## src/rtl/pfq_pkg.sv

```systemverilog
// Shared types for the prefetch byte queue.
// Assumes a single outstanding memory transaction at any time.
package pfq_pkg;

    // Bus owner state: idle, code read in flight, data access in flight.
    typedef enum logic [1:0] {
        BUS_IDLE = 2'd0,
        BUS_CODE = 2'd1,
        BUS_DATA = 2'd2
    } bus_state_e;

    // Bytes to append this cycle: n in {0,1,2}; b0 goes in first.
    typedef struct packed {
        logic [1:0] n;
        logic [7:0] b1;
        logic [7:0] b0;
    } push_t;

endpackage

```

## src/rtl/pfq_byte_queue.sv

```systemverilog
// Byte store of DEPTH entries, head always in slot 0.
// Accepts one pop and up to two appended bytes per cycle; clear empties it.
// Assumes the caller never appends more bytes than there are free slots.
module pfq_byte_queue #(
    parameter int DEPTH = 6,
    parameter int CW    = $clog2(DEPTH + 1)
) (
    input  logic                 clk,
    input  logic                 rst_n,
    input  logic                 clear,
    input  logic                 pop,
    input  pfq_pkg::push_t       push,
    output logic [7:0]           head,
    output logic [CW-1:0]        count
);
    logic [7:0]    slot_q [DEPTH];
    logic [7:0]    slot_d [DEPTH];
    logic [CW-1:0] count_q;
    logic [CW-1:0] count_d;
    logic [CW-1:0] base;
    logic          do_pop;

    assign do_pop = pop && (count_q != '0);

    // Next contents: shift on pop, then drop new bytes behind the survivors.
    always_comb begin
        base = count_q - CW'(do_pop);
        for (int i = 0; i < DEPTH; i++) begin
            if (do_pop && (i < DEPTH - 1)) begin
                slot_d[i] = slot_q[(i + 1) % DEPTH];
            end else begin
                slot_d[i] = slot_q[i];
            end
            if ((push.n != 2'd0) && (CW'(i) == base)) begin
                slot_d[i] = push.b0;
            end
            if ((push.n == 2'd2) && (CW'(i) == base + CW'(1))) begin
                slot_d[i] = push.b1;
            end
        end
        count_d = clear ? '0 : base + CW'(push.n);
    end

    // Occupancy register.
    always_ff @(posedge clk) begin
        if (!rst_n) begin
            count_q <= '0;
        end else begin
            count_q <= count_d;
        end
    end

    // Byte slots.
    always_ff @(posedge clk) begin
        if (!rst_n) begin
            for (int i = 0; i < DEPTH; i++) begin
                slot_q[i] <= 8'h00;
            end
        end else begin
            for (int i = 0; i < DEPTH; i++) begin
                slot_q[i] <= slot_d[i];
            end
        end
    end

    assign head  = slot_q[0];
    assign count = count_q;

endmodule

```

## src/rtl/pfq_fetch_ctl.sv

```systemverilog
// Fetch offset counter and return-data steering.
// Turns a completed code read into 1 or 2 appended bytes depending on
// the offset parity, and drops reads that a flush has made stale.
// Assumes the offset does not move while a code read is in flight
// except through flush.
module pfq_fetch_ctl #(
    parameter int AW = 16
) (
    input  logic                 clk,
    input  logic                 rst_n,
    input  logic                 flush,
    input  logic [AW-1:0]        flush_addr,
    input  logic                 code_busy,
    input  logic                 code_done,
    input  logic [15:0]          rdata,
    output logic [AW-1:0]        ptr,
    output pfq_pkg::push_t       push
);
    logic [AW-1:0] ptr_q;
    logic          drop_q;

    // Steer returned word into queue bytes; odd offset keeps the upper byte.
    always_comb begin
        push = '0;
        if (code_done && !drop_q && !flush) begin
            if (ptr_q[0]) begin
                push.n  = 2'd1;
                push.b0 = rdata[15:8];
            end else begin
                push.n  = 2'd2;
                push.b0 = rdata[7:0];
                push.b1 = rdata[15:8];
            end
        end
    end

    // Fetch offset: reload on flush, else advance by bytes kept (wraps).
    always_ff @(posedge clk) begin
        if (!rst_n) begin
            ptr_q <= '0;
        end else if (flush) begin
            ptr_q <= flush_addr;
        end else if (push.n != 2'd0) begin
            ptr_q <= ptr_q + AW'(push.n);
        end
    end

    // Stale-read marker: set by a flush during a code read, cleared at its end.
    always_ff @(posedge clk) begin
        if (!rst_n) begin
            drop_q <= 1'b0;
        end else if (code_done) begin
            drop_q <= 1'b0;
        end else if (flush && code_busy) begin
            drop_q <= 1'b1;
        end
    end

    assign ptr = ptr_q;

endmodule

```

## src/rtl/pfq_bus_arb.sv

```systemverilog
// Memory port owner: starts one transaction at a time from idle,
// data requests first, code reads only with room and no flush.
// Holds request fields until mem_ack; returns to idle for one cycle after.
module pfq_bus_arb #(
    parameter int AW = 16
) (
    input  logic                    clk,
    input  logic                    rst_n,
    input  logic                    d_req,
    input  logic                    d_we,
    input  logic [AW-1:0]           d_addr,
    input  logic [15:0]             d_wdata,
    input  logic                    room_ok,
    input  logic                    flush,
    input  logic [AW-1:0]           code_addr,
    input  logic                    mem_ack,
    output logic                    code_busy,
    output logic                    code_done,
    output logic                    data_done,
    output logic                    mem_req,
    output logic                    mem_code,
    output logic                    mem_we,
    output logic [AW-1:0]           mem_addr,
    output logic [15:0]             mem_wdata
);
    import pfq_pkg::*;

    bus_state_e    state_q;
    logic          idle;
    logic          start_data;
    logic          start_code;
    logic [AW-1:0] addr_q;
    logic          we_q;
    logic [15:0]   wdata_q;

    assign idle       = (state_q == BUS_IDLE);
    assign start_data = idle && d_req;
    assign start_code = idle && !d_req && room_ok && !flush;

    // Owner state sequencing.
    always_ff @(posedge clk) begin
        if (!rst_n) begin
            state_q <= BUS_IDLE;
        end else begin
            case (state_q)
                BUS_IDLE: begin
                    if (start_data) begin
                        state_q <= BUS_DATA;
                    end else if (start_code) begin
                        state_q <= BUS_CODE;
                    end
                end
                BUS_CODE, BUS_DATA: begin
                    if (mem_ack) begin
                        state_q <= BUS_IDLE;
                    end
                end
                default: state_q <= BUS_IDLE;
            endcase
        end
    end

    // Capture transaction fields at start.
    always_ff @(posedge clk) begin
        if (!rst_n) begin
            addr_q  <= '0;
            we_q    <= 1'b0;
            wdata_q <= 16'h0000;
        end else if (start_data) begin
            addr_q  <= d_addr;
            we_q    <= d_we;
            wdata_q <= d_wdata;
        end else if (start_code) begin
            addr_q  <= {code_addr[AW-1:1], 1'b0};
            we_q    <= 1'b0;
        end
    end

    assign code_busy = (state_q == BUS_CODE);
    assign code_done = code_busy && mem_ack;
    assign data_done = (state_q == BUS_DATA) && mem_ack;
    assign mem_req   = !idle;
    assign mem_code  = code_busy;
    assign mem_we    = we_q;
    assign mem_addr  = addr_q;
    assign mem_wdata = wdata_q;

endmodule

```

## src/rtl/pfq_top.sv

```systemverilog
// Instruction prefetch byte queue: keeps up to DEPTH code bytes ahead of
// the consumer, fetching 16-bit words when two slots are free, yielding the
// bus to data accesses between code reads, and refilling from a new offset
// on flush. Assumes a memory port that completes one request at a time.
module pfq_top #(
    parameter int DEPTH = 6,
    parameter int AW    = 16
) (
    input  logic              clk,
    input  logic              rst_n,
    output logic              cons_valid,
    output logic [7:0]        cons_byte,
    input  logic              cons_pop,
    input  logic              flush,
    input  logic [AW-1:0]     flush_addr,
    input  logic              d_req,
    input  logic              d_we,
    input  logic [AW-1:0]     d_addr,
    input  logic [15:0]       d_wdata,
    output logic              d_done,
    output logic              mem_req,
    output logic              mem_code,
    output logic              mem_we,
    output logic [AW-1:0]     mem_addr,
    output logic [15:0]       mem_wdata,
    input  logic              mem_ack,
    input  logic [15:0]       mem_rdata
);
    localparam int CW = $clog2(DEPTH + 1);

    logic [CW-1:0]  q_count;
    logic           room_ok;
    logic           code_busy;
    logic           code_done;
    logic [AW-1:0]  fetch_ptr;
    pfq_pkg::push_t push;

    assign room_ok    = (q_count <= CW'(DEPTH - 2));
    assign cons_valid = (q_count != '0);

    pfq_byte_queue #(.DEPTH(DEPTH), .CW(CW)) u_queue (
        .clk   (clk),
        .rst_n (rst_n),
        .clear (flush),
        .pop   (cons_pop && !flush),
        .push  (push),
        .head  (cons_byte),
        .count (q_count)
    );

    pfq_fetch_ctl #(.AW(AW)) u_fetch (
        .clk        (clk),
        .rst_n      (rst_n),
        .flush      (flush),
        .flush_addr (flush_addr),
        .code_busy  (code_busy),
        .code_done  (code_done),
        .rdata      (mem_rdata),
        .ptr        (fetch_ptr),
        .push       (push)
    );

    pfq_bus_arb #(.AW(AW)) u_arb (
        .clk       (clk),
        .rst_n     (rst_n),
        .d_req     (d_req),
        .d_we      (d_we),
        .d_addr    (d_addr),
        .d_wdata   (d_wdata),
        .room_ok   (room_ok),
        .flush     (flush),
        .code_addr (fetch_ptr),
        .mem_ack   (mem_ack),
        .code_busy (code_busy),
        .code_done (code_done),
        .data_done (d_done),
        .mem_req   (mem_req),
        .mem_code  (mem_code),
        .mem_we    (mem_we),
        .mem_addr  (mem_addr),
        .mem_wdata (mem_wdata)
    );

endmodule

```

## config.mk

```make
export PLATFORM = sky130hd
export DESIGN_NAME = pfq_top
export DESIGN_NICKNAME = d
export VERILOG_FILES = /design/src/rtl/pfq_pkg.sv /design/src/rtl/pfq_byte_queue.sv /design/src/rtl/pfq_fetch_ctl.sv /design/src/rtl/pfq_bus_arb.sv /design/src/rtl/pfq_top.sv
export SDC_FILE = /design/constraint.sdc
export NUM_CORES = 1
export LEC_CHECK = 0
export BUFFER_PORTS_ARGS = -buffer_cell sky130_fd_sc_hd__buf_2
export CAP_MARGIN = 20
export CORE_ASPECT_RATIO = 2
export CORE_UTILIZATION = 34
export CTS_CLUSTER_DIAMETER = 50
export DETAILED_ROUTE_END_ITERATION = 8
export PLACE_DENSITY = 0.56
export SLEW_MARGIN = 20
export SYNTH_ARGS = -nofsm -noshare
export SYNTH_HDL_FRONTEND = slang
export SYNTH_SLANG_ARGS = --single-unit
```

## constraint.sdc

```tcl
create_clock -name clk -period 3.9 [get_ports clk]
set_input_delay 0.78 -clock clk [delete_from_list [all_inputs] [get_ports clk]]
set_output_delay 0.78 -clock clk [all_outputs]
set_load 0.005 [all_outputs]
```

## Word-level counts from Yosys, hierarchy flattened

Memory sizes are Yosys's and may differ from the RTL's.
Index checks and enable logic that the tools add are counted.

| storage, ports and cells | value |
|---|---|
| flip-flop bits (word level) | 55 |
| memory bits (writable) | 48 |
| input port bits | 71 |
| output and inout bits | 45 |
| logic and storage cells | 112 |
| memories kept | 1 |

Memories:

| name | depth | bits a word | read ports | clocked after Yosys merged registers in | write ports | RTL line | RTL |
|---|---|---|---|---|---|---|---|
| u_queue.slot_q | 6 | 8 | 6 | 0 | 6 | pfq_byte_queue.sv:16 | `logic [7:0] slot_q [DEPTH];` |

| operators by class | value |
|---|---|
| add/subtract/negate cells | 4 |
| order comparisons | 1 |
| eq/ne operators | 15 |
| multiplexer cells | 39 |
| bitwise gates (word level) | 7 |
| reduce and logical (&&, ||, !) cells | 38 |

Operators by type and width:

| kind | count |
|---|---|
| $mux 8 | 25 |
| $mux 16 | 4 |
| $logic_and 1x1->1 | 23 |
| $mux 18 | 1 |
| $add 16x2->16 | 1 |
| $eq 2x3->1 const A | 4 |
| $eq 3x3->1 const A | 4 |
| $mux 2 | 4 |
| $eq 1x3->1 const A | 2 |
| $logic_not 3->1 | 2 |
| $or 1x1->1 | 6 |
| $reduce_bool 2->1 | 3 |
| $reduce_or 2->1 | 3 |
| $eq 2x2->1 const B | 2 |
| $logic_not 1->1 | 4 |
| $mux 1 | 4 |
| $pmux 2 s2 | 1 |
| $add 3x1->3 const B | 1 |
| $add 3x2->3 | 1 |
| $le 3x3->1 const B | 1 |
| $ne 3x3->1 const B | 1 |
| $reduce_bool 3->1 | 1 |
| $sub 3x1->3 | 1 |
| $eq 2x1->1 const B | 1 |
| 4 further kinds | 4 |

## Longest topological paths before layout

| depth | value |
|---|---|
| depth after elaboration | 10 |
| mapped depth | 16 |
| gate-level depth less buffers | 14 |

## By module

From an unflattened synthesis, not the netlist that was laid out.

| unflattened totals | value |
|---|---|
| cells, all modules | 665 |
| area total of the unflattened synthesis | 5,739.3 um^2 |

By module, submodules not included:

| module | instances | cells each | area an instance (um^2) | sequential area each (um^2) |
|---|---|---|---|---|
| pfq_byte_queue | 1 | 315 | 2,772.7 | 1,021.0 |
| pfq_bus_arb | 1 | 203 | 1,759.2 | 700.7 |
| pfq_fetch_ctl | 1 | 144 | 1,189.9 | 340.3 |
| pfq_top | 1 | 3 | 17.5 | 0.0 |

## Least setup slack after synthesis

No wires, ideal clock.

| path | value |
|---|---|
| path kind | input-to-reg |
| start | input port cons_pop |
| end | memory u_queue.slot_q[5][0] (netlist: u_queue.slot_q[0][40]) |
| library setup time | 0.117 ns |
| arrival | 3.729 ns |
| required time | 3.783 ns |
| setup slack | 0.054 ns |
| stages on the path | 13 |
| path buffers | 1 |
| cell sequence | nor2b_1 -> nand2_1 -> inv_2 -> clkbuf_1 -> ha_1 -> ha_1 -> xor2_2 -> inv_2 -> ha_1 -> nor2_1 -> a21o_1 -> a31oi_1 -> a22o_1 |

RTL lines:

| what | RTL line | RTL |
|---|---|---|
| start: declaration | pfq_top.sv:13 | `input logic cons_pop,` |
| end: declaration | pfq_byte_queue.sv:16 |  |

==> metrics <==
Top FF cell, synth dfxtp_1; first drt pass iteration count 5; min-delay worst type flip-flop to flip-flop; via count 5487; Setup-failing EPs final 0; post-synth top area share 37.8%; dpl cell area 6150 µm²; Row Count 65; mean routed wirelength per cell 18.9 µm; post-detail-place hpwl 14000 µm; sw power 0.000670 W; PostCTS Resize Cnt 0; crit-path cells nor3_2 -> inv_1 -> nand2_1 -> inv_2 -> ha_1 -> ha_1 -> xor2_2 -> inv_2 -> ha_1 -> nor2_1 -> a21o_1 -> a31oi_1 -> a22o_1; vias in the first global route 5449; final hold vios 0; count of different cell masters after synthesis 58; syn avg cell area 8.12 µm²; setup bufs post-CTS 0; FFs w/ async S/R, synth 0%; Max stage delay cell, worst path nor2_1; Max clock buf depth 2; Crit path max-delay family simple AND/OR/NAND/NOR gates; endpoint class of the critical path flip-flop; Synth Warn # 0; Port-buffer cells 115; f_max 0.293 GHz; GRT Overall Usage 22.1%; Boundary Pins 116; Critical Path RT 4130 ps; first-pass GRT wire length 28400 µm; Worst Path Buf+Inv 3; Clock Power Share 39.5%; Post-Syn Instances 672; Logic pwr share 13.6%; grt ovf 0; area grow syn2layout 18.5%; root buf cell clkbuf_16; Post-Syn Area 5460 µm²; Worst-path clk slew 80 ps; Fin Clk Skew 10.2 ps; TritonCTS Buffers 9; Pwr Density 373 nW/µm²; die area 16600 µm²; sequential share of power 46.9%; Pleak 2.67 nW; setup TNS 0 ps; Pint 0.00174 W; sequential cell area fraction in the yosys report 37.8%; Worst Path Arrival 3650 ps; syn_nets 752; number of antenna diodes 0; placed cell count 951; hold buffers post-CTS 0; Vert. Die Dim 181 µm; DR vias/cell 5.67; Initial Utilization 34.8%; Final period util 87.5%; CP peak stage delay 450 ps; VDD IR max 0.000170 V; Slew headroom 31.9%; share of layout cells above drive strength 1 23.2%; Final Max Slew Viols 0; fin area 6470 µm²; Net Sw Frac 27.8%; largest net degree at the start of global routing 56; Post-DRT Antenna Nets 0; Final Util 41.2%; drc violations 0; Core Footprint 15700 µm²; Hold WS 456 ps; die width 91.6 µm; RSZ-0062 raised after global routing no; clock sinks 103; max-cap violation count 0; fin nets 841; initial drt markers 192; most frequent CP cell ha_1; CTS H-Tree Depth 3; Final Non-Filler Cells 967; EDFF count, synth 0; largest area contributor in the netlist dfxtp_1; status finished, final reports clean; transition time of the tightest slew-check pin 992 ps; critical path type flip-flop to flip-flop; Worst Path Max Fanout 9; CTS tree built; critical path launch point type flip-flop; initial antenna violation count 0; register bit count reported by yosys 103; Clk Latency, worst-skew pair 350 ps; min cycle time layout 3410 ps; largest cells by area after synthesis dfxtp_1, nand2_1, mux2i_1, a21oi_1, o21ai_0; final RePlAce weighted congestion 0.922; routed wire length 18200 µm
-- metal layers --
metal  routed length (µm)  part of all wire [%]  up-vias  track usage (%)
met2                 9960                    55      220             42.0
met1                 6150                    34     2592             20.9
li1                     -                     -     2605                -
met3                  859                   4.7       70             3.20
met5                    0                     0        -                0
met4                 1280                   7.0        0             16.5
-- power groups by stage --
stage	Sequential, W	Clock [W]	Combinational, W
2_1_floorplan	0.00115	0	0.000185
3_3_place_gp	0.00115	0	0.000323
3_5_place_dp	0.00116	0	0.000327
4_1_cts	0.00113	0.000976	0.000328
5_1_grt	0.00114	0.00102	0.000359
6_report	0.00113	0.000953	0.000327
-- metrics by stage --
stage / setup WS (ps) / total power, W
after floorplan: 54.2 / 0.00134
after global placement: 445 / 0.00148
after detailed placement: 388 / 0.00148
after CTS: 515 / 0.00244
after global routing: 244 / 0.00252
final: 487 / 0.00241
-- path summary, 6_finish.rpt --
kind                                    startpoint                     to  slack [ps]  cells after the start
worst min-delay path            u_arb.mem_wdata[3]     u_arb.mem_wdata[3]         460                      2
worst min register to register  u_arb.mem_wdata[3]     u_arb.mem_wdata[3]         460                      2
worst max-delay path              u_queue.count[2]  u_queue.slot_q[0][44]         490                     13
worst max register to register    u_queue.count[2]  u_queue.slot_q[0][44]         490                     13
-- Yosys cell counts (2+ instances only) --
library cell	instances
nand2_1	116
dfxtp_1	103
a21oi_1	53
o21ai_0	41
nor2_1	36
nand3_1	28
mux2i_1	27
clkbuf_1	23
inv_1	21
nor3_1	17
a22o_1	16
a211oi_1	15
buf_4	15
o221ai_1	12
a31oi_1	11
a22oi_1	10
o21a_1	10
and3_1	9
a221oi_1	8
buf_2	8
ha_1	8
nand4_1	8
o221a_2	8
buf_1	7
nor2b_1	6
mux2_2	5
and2_1	4
nand2b_1	4
nor3_2	3
o211ai_1	3
o311ai_0	3
a21o_1	2
inv_2	2
nor4_1	2
nor4_4	2
o21ai_2	2
o22ai_1	2
o32ai_1	2
-- cell usage in the layout, fill, tap and decap left out, types with 2 or more instances in the layout --
cell / count
a211oi_1: 15
a21o_1: 2
a21oi_1: 53
a221oi_1: 8
a22o_1: 16
a22oi_1: 10
a31oi_1: 11
and2_1: 4
and3_1: 9
buf_2: 115
buf_4: 16
clkbuf_16: 9
dfxtp_1: 103
ha_1: 8
inv_1: 20
inv_2: 3
inv_8: 3
mux2_2: 5
mux2i_1: 27
nand2_1: 116
nand2b_1: 4
nand3_1: 28
nand4_1: 8
nor2_1: 36
nor2b_1: 6
nor3_1: 17
nor3_2: 3
nor4_1: 2
nor4_4: 2
o211ai_1: 3
o21a_1: 10
o21ai_0: 41
o21ai_2: 2
o221a_2: 8
o221ai_1: 12
o22ai_1: 2
o311ai_0: 3
o32ai_1: 2
-- flip-flops by register name, indices dropped and copies added (netlist names) --
register         count
u_queue.count        3
u_arb.mem_addr      16
u_arb.mem_wdata     16
u_arb.state_q        2
u_fetch.ptr         16
u_arb.mem_we         1
u_queue.slot_q      48
u_fetch.drop_q       1
-- kinds of logic after synthesis --
kind of cell,after synthesis,share of synthesized area [%]
adders and majority gates,9,2.20
DFF,103,37.8
AOI/OAI and AO/OA,204,25.6
xor gates and xnor gates,3,0.619
muxes,33,6.19
buffers and inverters,76,6.45
and+or+nand+nor,244,21.1
-- worst min-delay path: stages (launching register included) --
cell and delay [ps]:
dfxtp_1 310, nand2_1 50, a21oi_1 50
-- area by class of cell --
class | count | area (µm²)
clock buffers | 9 | 225
well taps | 201 | 251
fillers | 1623 | 9230
inverters | 23 | 86.3
multi-input cells | 493 | 3060
repair buffers | 131 | 696
clock inverters | 7 | 88.8
flip-flops and latches | 103 | 2060
Power figures use the tool's default switching activity.
